[src/rtl/ssl_pkg.sv]
package ssl_pkg;
    typedef enum logic [2:0] {
        ST_IDLE,
        ST_DEV,
        ST_REG,
        ST_WDATA,
        ST_RDATA,
        ST_SKIP
    } ssl_state_e;
endpackage

[src/rtl/ssl_line_sync.sv]
module ssl_line_sync #(
    parameter int N      = 2,
    parameter int STAGES = 2
) (
    input  logic         clk,
    input  logic         rst_n,
    input  logic [N-1:0] line_i,
    output logic [N-1:0] level_o,
    output logic [N-1:0] rise_o,
    output logic [N-1:0] fall_o
);
    localparam int DEPTH = STAGES + 1;

    for (genvar g = 0; g < N; g++) begin : g_line
        logic [DEPTH-1:0] pipe;
        always_ff @(posedge clk or negedge rst_n) begin
            if (!rst_n) pipe <= '1;
            else        pipe <= {pipe[DEPTH-2:0], line_i[g]};
        end
        assign level_o[g] = pipe[DEPTH-2];
        assign rise_o[g]  = pipe[DEPTH-2] & ~pipe[DEPTH-1];
        assign fall_o[g]  = ~pipe[DEPTH-2] & pipe[DEPTH-1];
    end
endmodule

[src/rtl/ssl_regfile.sv]
module ssl_regfile #(
    parameter int ADDR_W = 7,
    parameter int DATA_W = 8
) (
    input  logic              clk,
    input  logic              rst_n,
    input  logic              we,
    input  logic [ADDR_W-1:0] waddr,
    input  logic [DATA_W-1:0] wdata,
    input  logic [ADDR_W-1:0] raddr,
    output logic [DATA_W-1:0] rdata
);
    localparam int DEPTH = 1 << ADDR_W;

    logic [DATA_W-1:0] mem [DEPTH];

    always_ff @(posedge clk or negedge rst_n) begin
        if (!rst_n) begin
            for (int i = 0; i < DEPTH; i++) mem[i] <= '0;
        end else if (we) begin
            mem[waddr] <= wdata;
        end
    end

    assign rdata = mem[raddr];
endmodule

[src/rtl/ssl_frame_fsm.sv]
module ssl_frame_fsm
    import ssl_pkg::*;
#(
    parameter int          ADDR_W = 7,
    parameter int          DATA_W = 8,
    parameter logic [DATA_W-1:0] DEV_WR = 8'h24
) (
    input  logic              clk,
    input  logic              rst_n,
    input  logic              scl_rise,
    input  logic              scl_fall,
    input  logic              start_det,
    input  logic              stop_det,
    input  logic              sda,
    input  logic [DATA_W-1:0] rdata,
    output logic              we,
    output logic [ADDR_W-1:0] ptr_o,
    output logic [DATA_W-1:0] wdata,
    output logic              ack_o,
    output ssl_state_e        state_o
);
    localparam int                CNT_W  = $clog2(DATA_W + 1);
    localparam logic [CNT_W-1:0]  CNT_AK = CNT_W'(DATA_W);
    localparam logic [CNT_W-1:0]  CNT_LB = CNT_W'(DATA_W - 1);
    localparam logic [DATA_W-1:0] DEV_RD = DEV_WR | DATA_W'(1);

    ssl_state_e        state_q, state_d;
    logic [CNT_W-1:0]  cnt_q;
    logic [DATA_W-1:0] shift_q;
    logic [ADDR_W-1:0] ptr_q;
    logic              ack_q, pend_q;
    logic              last_bit, ack_bit;
    logic [DATA_W-1:0] byte_in;

    assign last_bit = (cnt_q == CNT_LB);
    assign ack_bit  = (cnt_q == CNT_AK);
    assign byte_in  = {shift_q[DATA_W-2:0], sda};

    // next-state logic
    always_comb begin
        state_d = state_q;
        if (start_det) begin
            state_d = ST_DEV;
        end else if (stop_det) begin
            state_d = ST_IDLE;
        end else if (scl_rise) begin
            unique case (state_q)
                ST_DEV: if (last_bit) begin
                    if (byte_in == DEV_WR)      state_d = ST_REG;
                    else if (byte_in == DEV_RD) state_d = ST_RDATA;
                    else                        state_d = ST_SKIP;
                end
                ST_REG:   if (last_bit) state_d = ST_WDATA;
                ST_RDATA: if (ack_bit && !pend_q && sda) state_d = ST_SKIP;
                default: ;
            endcase
        end
    end

    // state register
    always_ff @(posedge clk or negedge rst_n) begin
        if (!rst_n) state_q <= ST_IDLE;
        else        state_q <= state_d;
    end

    // datapath and outputs
    always_ff @(posedge clk or negedge rst_n) begin
        if (!rst_n) begin
            cnt_q   <= '0;
            shift_q <= '0;
            ptr_q   <= '0;
            ack_q   <= 1'b0;
            pend_q  <= 1'b0;
        end else if (start_det || stop_det) begin
            cnt_q  <= '0;
            ack_q  <= 1'b0;
            pend_q <= 1'b0;
        end else if (scl_rise) begin
            if (ack_bit) begin
                cnt_q  <= '0;
                pend_q <= 1'b0;
            end else begin
                cnt_q <= cnt_q + 1'b1;
                if (state_q != ST_RDATA) begin
                    shift_q <= byte_in;
                    if (cnt_q == '0) ack_q <= 1'b0;
                end
                if (last_bit) begin
                    unique case (state_q)
                        ST_DEV:   pend_q <= (byte_in == DEV_WR) || (byte_in == DEV_RD);
                        ST_REG: begin
                            ptr_q  <= byte_in[ADDR_W-1:0];
                            pend_q <= 1'b1;
                        end
                        ST_WDATA: begin
                            ptr_q  <= ptr_q + 1'b1;
                            pend_q <= 1'b1;
                        end
                        ST_RDATA: begin
                            ptr_q  <= ptr_q + 1'b1;
                            pend_q <= 1'b0;
                        end
                        default: pend_q <= 1'b0;
                    endcase
                end
            end
        end else if (scl_fall) begin
            if (state_q == ST_RDATA && cnt_q == '0) begin
                shift_q <= rdata;
                ack_q   <= ~rdata[DATA_W-1];
            end else if (state_q == ST_RDATA && !ack_bit) begin
                ack_q <= ~shift_q[CNT_W'(DATA_W - 1) - cnt_q];
            end else if (ack_bit) begin
                ack_q <= pend_q;
            end
        end
    end

    assign we      = scl_rise && last_bit && (state_q == ST_WDATA) && !start_det && !stop_det;
    assign wdata   = byte_in;
    assign ptr_o   = ptr_q;
    assign ack_o   = ack_q;
    assign state_o = state_q;
endmodule

[src/rtl/ssl_ctrl_slave.sv]
module ssl_ctrl_slave
    import ssl_pkg::*;
#(
    parameter int          ADDR_W      = 7,
    parameter int          DATA_W      = 8,
    parameter int          SYNC_STAGES = 2,
    parameter logic [7:0]  DEV_WR      = 8'h24
) (
    input  logic clk,
    input  logic rst_n,
    input  logic scl_i,
    input  logic sda_i,
    output logic ack_o
);
    logic [1:0]        lvl, rs, fl;
    logic              scl_rise, scl_fall, start_det, stop_det;
    logic              reg_we;
    logic [ADDR_W-1:0] reg_ptr;
    logic [DATA_W-1:0] reg_wdata, reg_rdata;
    ssl_state_e        fsm_state;

    ssl_line_sync #(.N(2), .STAGES(SYNC_STAGES)) u_sync (
        .clk     (clk),
        .rst_n   (rst_n),
        .line_i  ({sda_i, scl_i}),
        .level_o (lvl),
        .rise_o  (rs),
        .fall_o  (fl)
    );

    assign scl_rise  = rs[0];
    assign scl_fall  = fl[0];
    assign start_det = fl[1] & lvl[0] & ~rs[0];
    assign stop_det  = rs[1] & lvl[0] & ~rs[0];

    ssl_frame_fsm #(.ADDR_W(ADDR_W), .DATA_W(DATA_W), .DEV_WR(DATA_W'(DEV_WR))) u_fsm (
        .clk       (clk),
        .rst_n     (rst_n),
        .scl_rise  (scl_rise),
        .scl_fall  (scl_fall),
        .start_det (start_det),
        .stop_det  (stop_det),
        .sda       (lvl[1]),
        .rdata     (reg_rdata),
        .we        (reg_we),
        .ptr_o     (reg_ptr),
        .wdata     (reg_wdata),
        .ack_o     (ack_o),
        .state_o   (fsm_state)
    );

    ssl_regfile #(.ADDR_W(ADDR_W), .DATA_W(DATA_W)) u_regs (
        .clk   (clk),
        .rst_n (rst_n),
        .we    (reg_we),
        .waddr (reg_ptr),
        .wdata (reg_wdata),
        .raddr (reg_ptr),
        .rdata (reg_rdata)
    );
endmodule

[config.mk]
export PLATFORM = sky130hd
export DESIGN_NAME = ssl_ctrl_slave
export DESIGN_NICKNAME = d
export VERILOG_FILES = /design/src/rtl/ssl_pkg.sv /design/src/rtl/ssl_line_sync.sv /design/src/rtl/ssl_regfile.sv /design/src/rtl/ssl_frame_fsm.sv /design/src/rtl/ssl_ctrl_slave.sv
export SDC_FILE = /design/constraint.sdc
export NUM_CORES = 2
export LEC_CHECK = 0
export BUFFER_PORTS_ARGS = -buffer_cell sky130_fd_sc_hd__buf_4
export CAP_MARGIN = 10
export CORE_MARGIN = 3
export CORE_UTILIZATION = 35
export CTS_CLUSTER_SIZE = 20
export DETAILED_ROUTE_END_ITERATION = 10
export GPL_ROUTABILITY_DRIVEN = 0
export HOLD_SLACK_MARGIN = 0.15
export PLACE_DENSITY = 0.59
export SYNTH_ARGS = -nofsm -noshare
export SYNTH_HDL_FRONTEND = slang
export SYNTH_SLANG_ARGS = --single-unit
[constraint.sdc]
create_clock -name clk -period 7.35 [get_ports clk]
set_clock_uncertainty 0.2 [all_clocks]
set_input_delay 0.735 -clock clk [delete_from_list [all_inputs] [get_ports clk]]
set_output_delay 0.735 -clock clk [all_outputs]
set_load 0.02 [all_outputs]
==> summary.md <==
| Metric | Value |
|---|---|
| Status | `finished, final reports clean` |
| Register area share after synthesis | `54.7%` |
| Max-slew headroom | `10.5%` |
| Flop2flop setup slack | `2770 ps` |
| Share of layout cells above drive strength 1 | `38.7%` |
| Worst-path clk slew | `60 ps` |
| Leak Pwr | `25.0 nW` |
| Layout area overhead | `11.7%` |
| Max-cap violation count | `0` |
| Wirelength per Cell | `27.5 um` |
| Final-report hold violation count | `0` |
| Count leader, synth | `dfrtp_1` |
| Vias in the first global route | `32200` |
| Synth Warn # | `0` |
| Placed inst area | `50100 um2` |
| CTS root buffer | `clkbuf_16` |
| Die ar. | `142000 um2` |
| Max Slew Vio Count | `0` |
| Critical path arrival | `4940 ps` |
| Critical path required time | `7720 ps` |
| Post-CTS Setup Repair Bufs | `0` |
| Final setup fails | `0` |
| Pwr Density | `225 nW/um2` |
| Slowest stage cell, crit path | `and3b_1` |
| Port Buffers | `4` |
| Antenna violations before repair | `6` |
| Critical path class | `flop to flop` |
| Origin of the critical flop-to-flop path | `u_fsm.ptr_o[1]` |
| Fin crit period | `4580 ps` |
| Synth Area in Simple Gates | `5.02%` |
| Die height | `377 um` |
| Commonest cells post-synth | `1048 x dfrtp_1, 990 x mux2_2, 258 x nand2_1, 193 x clkbuf_1, 159 x o21ai_0` |
| Ports | `5` |
| Drt first pass iters | `6` |
| Routed Antenna Nets | `0` |
| Hold Path Origin | `u_sync.g_line[1].pipe[0]` |
| Cell area after layout | `53900 um2` |
| Synth area leaders | `dfrtp_1 54%, mux2_2 23%, mux4_2 3.6%` |
| Max stage delay on crit path | `1100 ps` |
| Post-Synth Adder-Cell Area | `0.0779%` |
| Unrepaired setup endpoints after global routing | `no` |
| Clk_lat worst skew | `710 ps` |
| Syn Area/Cell | `13.2 um2` |
| Largest family of logic cells by synthesized area | `multiplexers` |
| Complex-gate fraction of the synthesized area | `9.26%` |
| Setup TNS | `0 ps` |
| Slew @ Worst Pin | `1320 ps` |
| H-tree Lvls | `3` |
| Worst r2r path cells | `5` |
| Post-DR vias/cell | `5.87` |
| CP Launch Type | `flop` |
| Post-synth EDFFs | `0` |
| GRT Resource Usage Total | `20.9%` |
| Critical path peak fanout | `72` |
| Reg-to-reg critical path endpoint | `u_regs.mem[657]` |
| Area leader, netlist | `dfrtp_1` |
| CTS Sinks | `1054` |
| TritonCTS buffer count | `113` |
| Iteration-0 DRC Markers | `3224` |
| Max rail drop VDD | `189 uV` |
| Initial Util | `35.4%` |
| Yosys cell types | `71` |
| Mux contribution to synthesized area | `28.3%` |
| First-pass GRT wire length | `224 mm` |
| Worst Hold Path EP | `u_sync.g_line[1].pipe[1]` |
| Drc violations | `0` |
| Async SR Flop Fraction | `100%` |
| Syn Std Cell Area | `48200 um2` |
| CP Capture Type | `flop` |
| Top-area cell type share of the netlist area | `54.4%` |
| Mapped Cells | `3657` |
| Routed WL | `150 mm` |
| Syn_nets | `3664` |
| Core area | `136000 um2` |
| Worst Hold Class | `flop to flop` |
| Flops & latches, synth | `1054` |
| Pin count of the biggest net entering global routing | `175` |
| Post-DP HPWL | `93.3 mm` |
| Post-Synth XOR/XNOR Area | `0.0545%` |
| Total Nets Final | `3583` |
| Via count | `32000` |
| CTS tree | `built` |
| Main flop type after synthesis | `dfrtp_1` |
| Fmax | `219 MHz` |
| Rows | `135` |
| Die width | `377 um` |
| Period utilisation layout | `62.3%` |
| Cell Chain, Critical Path | `buf_12 > and3b_1 > and2_1 > nand2_1 > mux2_2` |
| Clock Tree Buf Depth | `3` |
| Remaining global-route overflow | `0` |
| Hold Path Cell Cnt | `0` |
[cell usage in the layout, fill, tap and decap left out, types with 37 or more instances in the layout]
cell type / Yosys / layout
dfrtp_1: 1048 / 1038
clkbuf_1: 193 / 45
nor2_1: 76 / 74
a22oi_1: 116 / 116
a221oi_1: 106 / 106
nand2_1: 258 / 258
clkbuf_16: 0 / 115
mux4_2: 77 / 77
buf_4: 16 / 72
mux2_2: 990 / 990
a221o_1: 37 / 37
a21oi_1: 94 / 94
mux2i_1: 74 / 74
nor2_2: 40 / 41
o21ai_0: 159 / 159
[stage by stage]
stage	hold WS, ps	util [%]	power (W)	std cells	setup WS (ps)
after floorplan	145	-	0.00614	3657	4740
after global placement	153	36.8	0.00642	5239	3160
after detailed placement	149	36.8	0.00642	5239	3150
after CTS	152	39.5	0.0122	5453	3110
after global routing	157	39.5	0.0125	5453	2830
final	152	39.6	0.0121	5457	2770
[sequential cells by signal, indices dropped and copies added, names as in the netlist]
name / flops
u_fsm.pend_q: 1
u_fsm.cnt_q: 4
u_regs.mem: 1024
u_sync.g_line.pipe: 6
u_fsm.ack_o: 1
u_fsm.state_o: 3
u_fsm.ptr_o: 7
u_fsm.shift_q: 8
[final cells by class]
class / count / area, um2
multi-input cells: 2312 / 20600
flip-flops and latches: 1054 / 26400
inverters: 11 / 43.8
clock inverters: 28 / 392
fillers: 13000 / 82300
clock buffers: 183 / 3360
diodes: 4 / 10.0
repair buffers: 84 / 746
well taps: 1781 / 2230
[how the worst max path moves through the flow]
| stage | from | to | slack [ps] | cells after the start |
|---|---|---|---|---|
| 2_1_floorplan | u_fsm.ptr_o[0] | u_fsm.shift_q[3] | 4740 | 9 |
| 3_3_place_gp | u_fsm.ptr_o[1] | u_regs.mem[662] | 3160 | 5 |
| 3_5_place_dp | u_fsm.ptr_o[1] | u_regs.mem[657] | 3150 | 5 |
| 4_1_cts | u_fsm.ptr_o[1] | u_regs.mem[657] | 3110 | 5 |
| 5_1_grt | u_fsm.ptr_o[1] | u_regs.mem[657] | 2830 | 5 |
| 6_report | u_fsm.ptr_o[1] | u_regs.mem[657] | 2770 | 5 |
[critical path, delay by kind of cell, from the launching register on]
kind                   cells  cell delay, ps
DFF                        1             690
muxes                      1             430
buffers and inverters      1             300
and+or+nand+nor            3            2700
[cells by family after synthesis]
kind of cell / Yosys count
compound gates: 649
xor+xnor: 3
simple gates: 516
buf+inv: 291
mux: 1141
fa+ha+maj: 3
flops: 1054
[metal layers]
| metal | GRT usage, % | wire [um] |
|---|---|---|
| met5 | 0 | 14 |
| met4 | 8.96 | 6740 |
| met3 | 4.30 | 11100 |
| met2 | 31.4 | 66300 |
| met1 | 29.3 | 65800 |
[power breakdown]
part | internal, W | leakage, nW | switching, W
Clock | 0.00340 | 1.84 | 0.00239
Sequential | 0.00582 | 14.7 | 0.000101
Combinational | 0.0000601 | 8.48 | 0.000328
Total | 0.00928 | 25.0 | 0.00282
[repair_timing]
action	in CTS	in global routing
endpoints found under the hold margin	76	0
hold buffers	3	0
gates resized for setup	0	0
No activity file was read; power rests on OpenSTA's default activity.
